## src/rtl/latched_sram_seq.sv

```systemverilog
module latched_sram_seq #(
  parameter int SETUP_CYC = 1,
  parameter int GATE_LOW  = 2
) (
  input  logic       clk,
  input  logic       rst_n,
  input  logic       req,
  input  logic       wr,
  input  logic [15:0] addr,
  input  logic [7:0] wdata,
  output logic [7:0] rdata,
  output logic       done,
  output logic [7:0] bus_dout,
  output logic       bus_doe,
  input  logic [7:0] bus_din,
  output logic       gate_n,
  output logic [2:0] sel,
  output logic       ctl_oe
);

  localparam int CNT_MAX = (SETUP_CYC > GATE_LOW) ? SETUP_CYC : GATE_LOW;
  localparam int CW      = $clog2(CNT_MAX + 1);
  localparam logic [2:0] SEL_LO = 3'b010;
  localparam logic [2:0] SEL_HI = 3'b011;
  localparam logic [2:0] SEL_WR = 3'b111;
  localparam logic [2:0] SEL_RD = 3'b000;

  typedef enum logic [1:0] {S_IDLE, S_SETUP, S_LOW, S_REC} st_t;

  st_t         st;
  logic [1:0]  ph;
  logic [CW-1:0] cnt;
  logic [15:0] a_q;
  logic [7:0]  d_q;
  logic        wr_q;
  logic [7:0]  rd_q;
  logic        done_q;

  wire last_ph = (ph == 2'd2);

  always_ff @(posedge clk or negedge rst_n) begin
    if (!rst_n) begin
      st     <= S_IDLE;
      ph     <= 2'd0;
      cnt    <= '0;
      a_q    <= '0;
      d_q    <= '0;
      wr_q   <= 1'b0;
      rd_q   <= '0;
      done_q <= 1'b0;
    end else begin
      done_q <= 1'b0;
      case (st)
        S_IDLE: if (req) begin
          a_q  <= addr;
          d_q  <= wdata;
          wr_q <= wr;
          ph   <= 2'd0;
          cnt  <= '0;
          st   <= S_SETUP;
        end
        S_SETUP: if (cnt == CW'(SETUP_CYC - 1)) begin
          cnt <= '0;
          st  <= S_LOW;
        end else cnt <= cnt + CW'(1);
        S_LOW: if (cnt == CW'(GATE_LOW - 1)) begin
          cnt <= '0;
          st  <= S_REC;
          if (last_ph && !wr_q) rd_q <= bus_din;
        end else cnt <= cnt + CW'(1);
        S_REC: if (last_ph) begin
          st     <= S_IDLE;
          done_q <= 1'b1;
        end else begin
          ph <= ph + 2'd1;
          st <= S_SETUP;
        end
        default: st <= S_IDLE;
      endcase
    end
  end

  assign ctl_oe   = (st != S_IDLE);
  assign gate_n   = (st != S_LOW);
  assign sel      = !ctl_oe ? 3'b000 :
                    (ph == 2'd0) ? SEL_LO :
                    (ph == 2'd1) ? SEL_HI :
                    wr_q ? SEL_WR : SEL_RD;
  assign bus_doe  = ctl_oe && !(last_ph && !wr_q);
  assign bus_dout = !bus_doe ? 8'h00 :
                    (ph == 2'd0) ? a_q[7:0] :
                    (ph == 2'd1) ? a_q[15:8] : d_q;
  assign rdata    = rd_q;
  assign done     = done_q;

  assert_read_no_drive_R5: assert property (@(posedge clk) disable iff (!rst_n)
    (!gate_n && sel == SEL_RD) |-> !bus_doe);

  assert_done_pulse_R6: assert property (@(posedge clk) disable iff (!rst_n)
    done |=> !done);

  assert_release_R7: assert property (@(posedge clk) disable iff (!rst_n)
    done |-> (!ctl_oe && !bus_doe && gate_n));

  assert_busy_ignore_R8: assert property (@(posedge clk) disable iff (!rst_n)
    ctl_oe |=> $stable(a_q));

  assert_gate_setup_R4: assert property (@(posedge clk) disable iff (!rst_n)
    $fell(gate_n) |-> ($stable(sel) && $past(ctl_oe)));

  assert_rdata_hold_R9: assert property (@(posedge clk) disable iff (!rst_n)
    (st == S_IDLE) |=> $stable(rdata));

endmodule

```

## config.mk

```make
export PLATFORM = sky130hd
export DESIGN_NAME = latched_sram_seq
export DESIGN_NICKNAME = d
export VERILOG_FILES = /design/src/rtl/latched_sram_seq.sv
export SDC_FILE = /design/constraint.sdc
export NUM_CORES = 1
export LEC_CHECK = 0
export BUFFER_PORTS_ARGS = -buffer_cell sky130_fd_sc_hd__buf_2
export CAP_MARGIN = 20
export CORE_MARGIN = 1.5
export CORE_UTILIZATION = 45
export DETAILED_ROUTE_END_ITERATION = 6
export HOLD_SLACK_MARGIN = 0.03
export PLACE_DENSITY_LB_ADDON = 0.1
export SETUP_SLACK_MARGIN = 0.2
export SLEW_MARGIN = 20
export SYNTH_ARGS = -nofsm -noshare
export SYNTH_HDL_FRONTEND = slang
export SYNTH_SLANG_ARGS = --single-unit
export TNS_END_PERCENT = 10
```

## constraint.sdc

```tcl
create_clock -name clk -period 4.25 [get_ports clk]
set_input_delay 0.85 -clock clk [delete_from_list [all_inputs] [get_ports clk]]
set_output_delay 0.85 -clock clk [all_outputs]
set_load 0.005 [all_outputs]
```

==> results of run 1 <==
## power breakdown
| group | total, µW | switching [µW] | leakage [µW] | internal (µW) |
|---|---|---|---|---|
| Combinational | 995 | 446 | 0.000768 | 549 |
| Clock | 259 | 129 | 0.0000510 | 130 |
| Sequential | 674 | 112 | 0.000479 | 563 |
## metrics by stage
step                hold WS [ns]  total power [µW]
global placement           0.483              1630
finish                     0.505              1930
CTS                        0.508              1950
detailed placement         0.490              1680
floorplan                  0.475              1380
global route               0.531              2090
## cells in the final DEF, fill, tap and decap left out, types with 6 or more instances in the layout
| cell | count |
|---|---|
| inv_1 | 9 |
| clkbuf_8 | 6 |
| dfrtp_1 | 40 |
| mux2_2 | 21 |
| ha_1 | 12 |
| buf_2 | 58 |
| a21oi_1 | 12 |
| nand2_1 | 17 |
| mux2_4 | 21 |
## per-layer routing
metal,share of wire,wire length [µm],GRT usage,vias up
li1,-,-,-,699
met1,0.44,1960,0.235,739
met2,0.49,2210,0.314,46
met3,0.055,246,0.0514,9
met4,0.015,66,0.0671,0
met5,0,0,0,-
## cell usage after synthesis, drive strengths merged, types with 3 or more instances
cell and n:
buf 6, inv 9, nand2 18, dfrtp 40
nand2b 3, ha 12, nor2b 3, mux2 42
a21oi 12
## registers in the layout, indices dropped and copies added (netlist names)
name / flops
a_q: 16
cnt: 2
d_q: 8
done: 1
ph: 2
rdata: 8
st: 2
wr_q: 1
## final timing paths
kind | to | start | cells past startpoint
min | rdata[6]$_DFFE_PN0P_ | rdata[6]$_DFFE_PN0P_ | 1
max | bus_dout[7] | ph[0]$_DFFE_PN0P_ | 6
min reg2reg | rdata[6]$_DFFE_PN0P_ | rdata[6]$_DFFE_PN0P_ | 1
max in group asynchronous | d_q[3]$_DFFE_PN0P_ | rst_n | 1
max reg2reg | a_q[12]$_DFFE_PN0P_ | st[0]$_DFFE_PN0P_ | 4
min in group asynchronous | ph[0]$_DFFE_PN0P_ | rst_n | 1
## cells by family (layout without fill, tap and decap cells)
group           after synthesis  count (layout)  share of synthesized area
flops                        40              40                      0.467
compound gates               21              21                     0.0624
simple gates                 37              37                      0.100
mux                          43              43                      0.262
buf+inv                      16              76                     0.0385
fa+ha+maj                    12              12                     0.0700
## critical path: stages, from the launching register on
cell	delay [ns]
dfrtp_1	0.42
inv_1	0.17
ha_1	0.40
clkinv_1	0.35
nand2_1	0.16
a21oi_1	0.07
buf_2	0.15
## layout make-up
| type | count | area share |
|---|---|---|
| repair buffers | 58 | 0.114 |
| clock inverters | 2 | 0.00393 |
| clock buffers | 6 | 0.0324 |
| multi-input cells | 113 | 0.417 |
| inverters | 10 | 0.0147 |
| flip-flops and latches | 40 | 0.393 |
| well taps | 52 | 0.0255 |
==> qor.yml, run 1 <==
floorplan:
  core_area_mm2: 0.00447
  die_x_um: 72.0
  rows: 24
  io_pins: 59
  dieArea_mm2: 0.00519
  initial_core_util: 0.479
  die_y_um: 72.0
detailed_routing:
  ant_nets: 0
  drc: 0
  wirelength_um: 4490
  first_iter_violations: 68
  via_per_inst: 5.31
  wl_per_cell_um: 16.0
  first_pass_iters: 4
  vias: 1493
worst_setup_path:
  worstSetupEndpointType: "output port"
  crit_type: "reg2out"
  reg2reg_slack_ns: 2.41
  cp_max_fo: 10
  cp.arrival_ns: 2.01
  crit_path_start_kind: "flip-flop"
  cp.required_ns: 3.40
timing:
  slew_headroom: 0.412
  max_freq_mhz: 349
  report.final.hold_viol_count: 0
  finalSetupTns_ns: 0
  worst_pin_slew_ns: 0.881
  clock_skew_ns: 0.00590
  period_needed_ns: 2.86
  slew_viol_final: 0
  post-route-period-util: 0.674
  setup_viol: 0
  setup_slack_ns: 1.39
  rsz0062_at_grt: "no"
logic_synthesis:
  synth_flop_cell: "dfrtp_1"
  synthTopCellsByArea: "dfrtp_1 47%, mux2_4 15%, mux2_2 11%, ha_1 7.0%, nand2_1 3.0%"
  synthArstFlopShare: 1.00
  ys_seq_area_frac: 0.467
  syn_area_per_cell_um2: 12.7
  synth_area_leader_cell: "dfrtp_1"
  synth_top_area_share: 0.467
  synthCells: 169
  yosys_warnings: 0
  synth_nets: 217
  synth-edff-count: 0
  synth_area_mm2: 0.00214
  synth_seq_cells: 40
  ys_types: 35
clock_network:
  cts_made_buffers: 5
  clkTransAtPathRegs_ns: 0.08
  hold_buffers: 0
  cts_tree: "done"
  htreeDepth: 2
  clock_latency_ns: 0.29
  root_buffer: "clkbuf_8"
  cts_sinks: 40
  clockBufferDepth: 2
  post_cts_buffers: 0
  cts_resized: 0
pwr:
  powerDensity_mw_per_mm2: 757
  vdd_drop_max_v: 0.000308
  p_leak_uw: 0.00130
placed_design:
  dp_cells: 273
  pre_cts_slack_ns: 1.70
  port-buffer-count: 58
  placedInstanceArea_mm2: 0.00245
  gp_congestion: 0.758
  dp_hpwl_um: 3340
final_layout:
  design_area_mm2: 0.00255
  fin_cells: 281
  register_area_mm2: 0.00100
  utilization: 0.569
  num-fill-cells: 394
  multi_input_area_mm2: 0.00106
  final_layout_size_suffix_gt1_frac: 0.507
  layout.nets: 276
  n_antenna_cell: 0
  synthToLayoutAreaGrowth_pct: 18.8
run_status:
  status: "completed"
global_routing:
  grt_pass1_vias: 1650
  grt_antenna_before_repair: 0
  grt_max_degree: 41
  grt_usage: 0.188
  grt_overflow: 0
  grt_pass1_wl_um: 7680
job:
  drv_cap: 0
worst_hold_path:
  min_path_type: "reg2reg"
Note: power is estimated with default switching activity, not from simulation.
==> inputs of run 2 (changes only) <==
==> constraint.sdc (replaced) <==
create_clock -name clk -period 2.4 [get_ports clk]
set_input_delay 0.48 -clock clk [delete_from_list [all_inputs] [get_ports clk]]
set_output_delay 0.48 -clock clk [all_outputs]
set_load 0.005 [all_outputs]
==> run 2 against run 1 <==
Effect of this change: utilization grew 5.3 points; largest power group unchanged; highest routed layer unchanged; final area increased by 9.4%; worst setup slack got worse by 1.2 ns; register-to-register slack worse by 1.8 ns.
==> qor.yml, run 2 (synthesis gave the netlist of run 1 again) <==
final_layout:
  mostFrequentLayoutCells: "58 x buf_2, 40 x dfrtp_1, 21 x mux2_2, 21 x mux2_4, 16 x nand2_1"
  n_antenna_cell: 0  # unchanged
  final_layout_size_suffix_gt1_frac: 0.601  # +0.0943
  registers.top_by_ff_count: "a_q"
  largest_reg_flops: 16  # unchanged
  utilization: 0.623  # +0.0534
  layout_commonest_cell: "buf_2"
  layout.nets: 290  # +5.1%
  synthToLayoutAreaGrowth_pct: 29.9
  fin_cells: 295  # +5.0%
worst_setup_path:
  crit_type: "reg2out"
  r2r-start: "st[0]$_DFFE_PN0P_"
  cp.required_ns: 1.92  # -1.48 ns
  path_delay_family: "flip-flops"
  reg2reg_slack_ns: 0.60  # -1.81 ns
  crit_path_start_kind: "flip-flop"
  crit_chain: "inv_2 > ha_4 > buf_6 > mux2_2 > nand2_2 > a21oi_4 > buf_2"
  cpMaxStageDelayCell: "dfrtp_1"
  worstSetupEndpointType: "output port"
  crit_buf_inv: 3  # unchanged
  r2r-end: "d_q[6]$_DFFE_PN0P_"
  cp.arrival_ns: 1.75  # -0.26 ns
  worst_r2r_path_depth: 5  # +1
  cp_max_fo: 5  # -5
  slowest_delay_ns: 0.44  # +0.02 ns
clock_network:
  htreeDepth: 2  # unchanged
  clockBufferDepth: 2  # unchanged
  clkTransAtPathRegs_ns: 0.08  # about the same
  clock_latency_ns: 0.29  # about the same
  cts_sinks: 40  # unchanged
  hold_buffers: 0  # unchanged
  cts_tree: "done"
  root_buffer: "clkbuf_8"
  cts_made_buffers: 5  # unchanged
pwr:
  p_sw_uw: 1400  # +100%
  switching_share: 0.353  # -0.00339
  p_int_uw: 2580  # +110%
  vdd_drop_max_v: 0.000623  # +100%
  powerDensity_mw_per_mm2: 1430  # +89%
  pwr-share-seq: 0.303  # -0.047
  p_leak_uw: 0.00139  # +6.9%
  pwr-share-comb: 0.551  # +0.035
  clock_power_share: 0.146  # +0.012
timing:
  slew_viol_final: 0  # unchanged
  setup_slack_ns: 0.166  # -1.22 ns
  whs_ns: 0.292  # -0.213 ns
  post-route-period-util: 0.931
  setup_viol: 0  # unchanged
  max_freq_mhz: 448
  slew_headroom: 0.421  # +0.00892
  report.final.hold_viol_count: 0  # unchanged
  period_needed_ns: 2.23
  clock_skew_ns: 0.00377  # -0.00213 ns
  rsz0062_at_grt: "yes"
  worst_pin_slew_ns: 0.868  # -0.0134 ns
  finalSetupTns_ns: 0  # unchanged
floorplan:
  core_area_mm2: 0.00447  # unchanged
  die_y_um: 72.0  # unchanged
  rows: 24  # unchanged
  io_pins: 59  # unchanged
  initial_core_util: 0.479  # unchanged
  dieArea_mm2: 0.00519  # unchanged
  die_x_um: 72.0  # unchanged
global_routing:
  grt_pass1_wl_um: 7470  # -2.8%
  grt_usage: 0.187  # -0.00113
  grt_max_degree: 41  # unchanged
  grt_overflow: 0  # unchanged
  grt_antenna_before_repair: 0  # unchanged
  grt_pass1_vias: 1537  # -6.8%
detailed_routing:
  first_pass_iters: 4  # unchanged
  wl_per_cell_um: 15.9  # -0.22%
  via_per_inst: 5.15  # -3.1%
  first_iter_violations: 96  # +41%
  vias: 1519  # +1.7%
  wirelength_um: 4700  # +4.7%
  ant_nets: 0  # unchanged
  drc: 0  # unchanged
placed_design:
  port-buffer-count: 58  # unchanged
  dp_cells: 276  # +1.1%
  pre_cts_slack_ns: 0.265  # -1.43 ns
  gp_congestion: 0.773  # +2.0%
  dp_hpwl_um: 3300  # -1.2%
job:
  drv_cap: 0  # unchanged
worst_hold_path:
  min_path_type: "in2async"
run_status:
  status: "completed"
[run 2: cell count changes in the layout (fill, tap and decap cells not counted), moves of 3 or more]
| cell | change |
|---|---|
| buf_4 | +10 |
| ha_1 | -3 |
| a21oi_2 | +6 |
| a21oi_1 | -7 |
[run 2: metal layers]
metal | vias to the layer above | track usage | part of all wire
met4 | 0 | 0.0692 | 0.017
met5 | - | 0 | 0
met1 | 727 | 0.246 | 0.44
li1 | 729 | - | -
met3 | 7 | 0.0444 | 0.060
met2 | 56 | 0.301 | 0.48
[run 2: power by group through the flow]
stage                     clock (µW)  sequential [µW]  combinational (µW)
after floorplan                    0             1150                1290
after global placement             0             1200                1720
after detailed placement           0             1210                1790
after CTS                        591             1200                1940
after global routing             618             1260                2380
final                            582             1210                2190
[run 2: cell type report]
type	count	area [µm²]
Clock buffer	6	82.6
Clock inverter	2	38.8
Multi-Input combinational cell	113	1150
Fill cell	364	1690
Tap cell	52	65.1
Sequential cell	40	1000
Timing Repair inverter	1	7.51
Timing Repair Buffer	71	403
Inverter	10	41.3
[run 2: through the flow]
| step | power [µW] | instance area (µm²) |
|---|---|---|
| floorplan | 2440 | 2140 |
| global placement | 2920 | 2480 |
| detailed placement | 3000 | 2480 |
| CTS | 3730 | 2670 |
| global route | 4250 | 2790 |
| finish | 3980 | 2790 |
[run 2: repair_timing]
| action | in CTS | in global routing |
|---|---|---|
| cloned | 0 | 1 |
| setup endpoints to repair | 10 | 10 |
| setup buffers | 4 | 6 |
| pin swaps | 2 | 6 |
| gates resized for setup | 13 | 16 |
[run 2: worst max path at each step]
stage / slack [ns] / depth (start not counted) / to / from
floorplan: 0.62 / 6 / bus_dout[0] / st[0]$_DFFE_PN0P_
global placement: 0.34 / 7 / bus_dout[3] / ph[0]$_DFFE_PN0P_
detailed placement: 0.26 / 6 / bus_dout[2] / ph[1]$_DFFE_PN0P_
CTS: 0.18 / 5 / sel[2] / st[0]$_DFFE_PN0P_
global route: 0.1 / 7 / bus_dout[3] / ph[1]$_DFFE_PN0P_
finish: 0.17 / 7 / bus_dout[0] / ph[1]$_DFFE_PN0P_
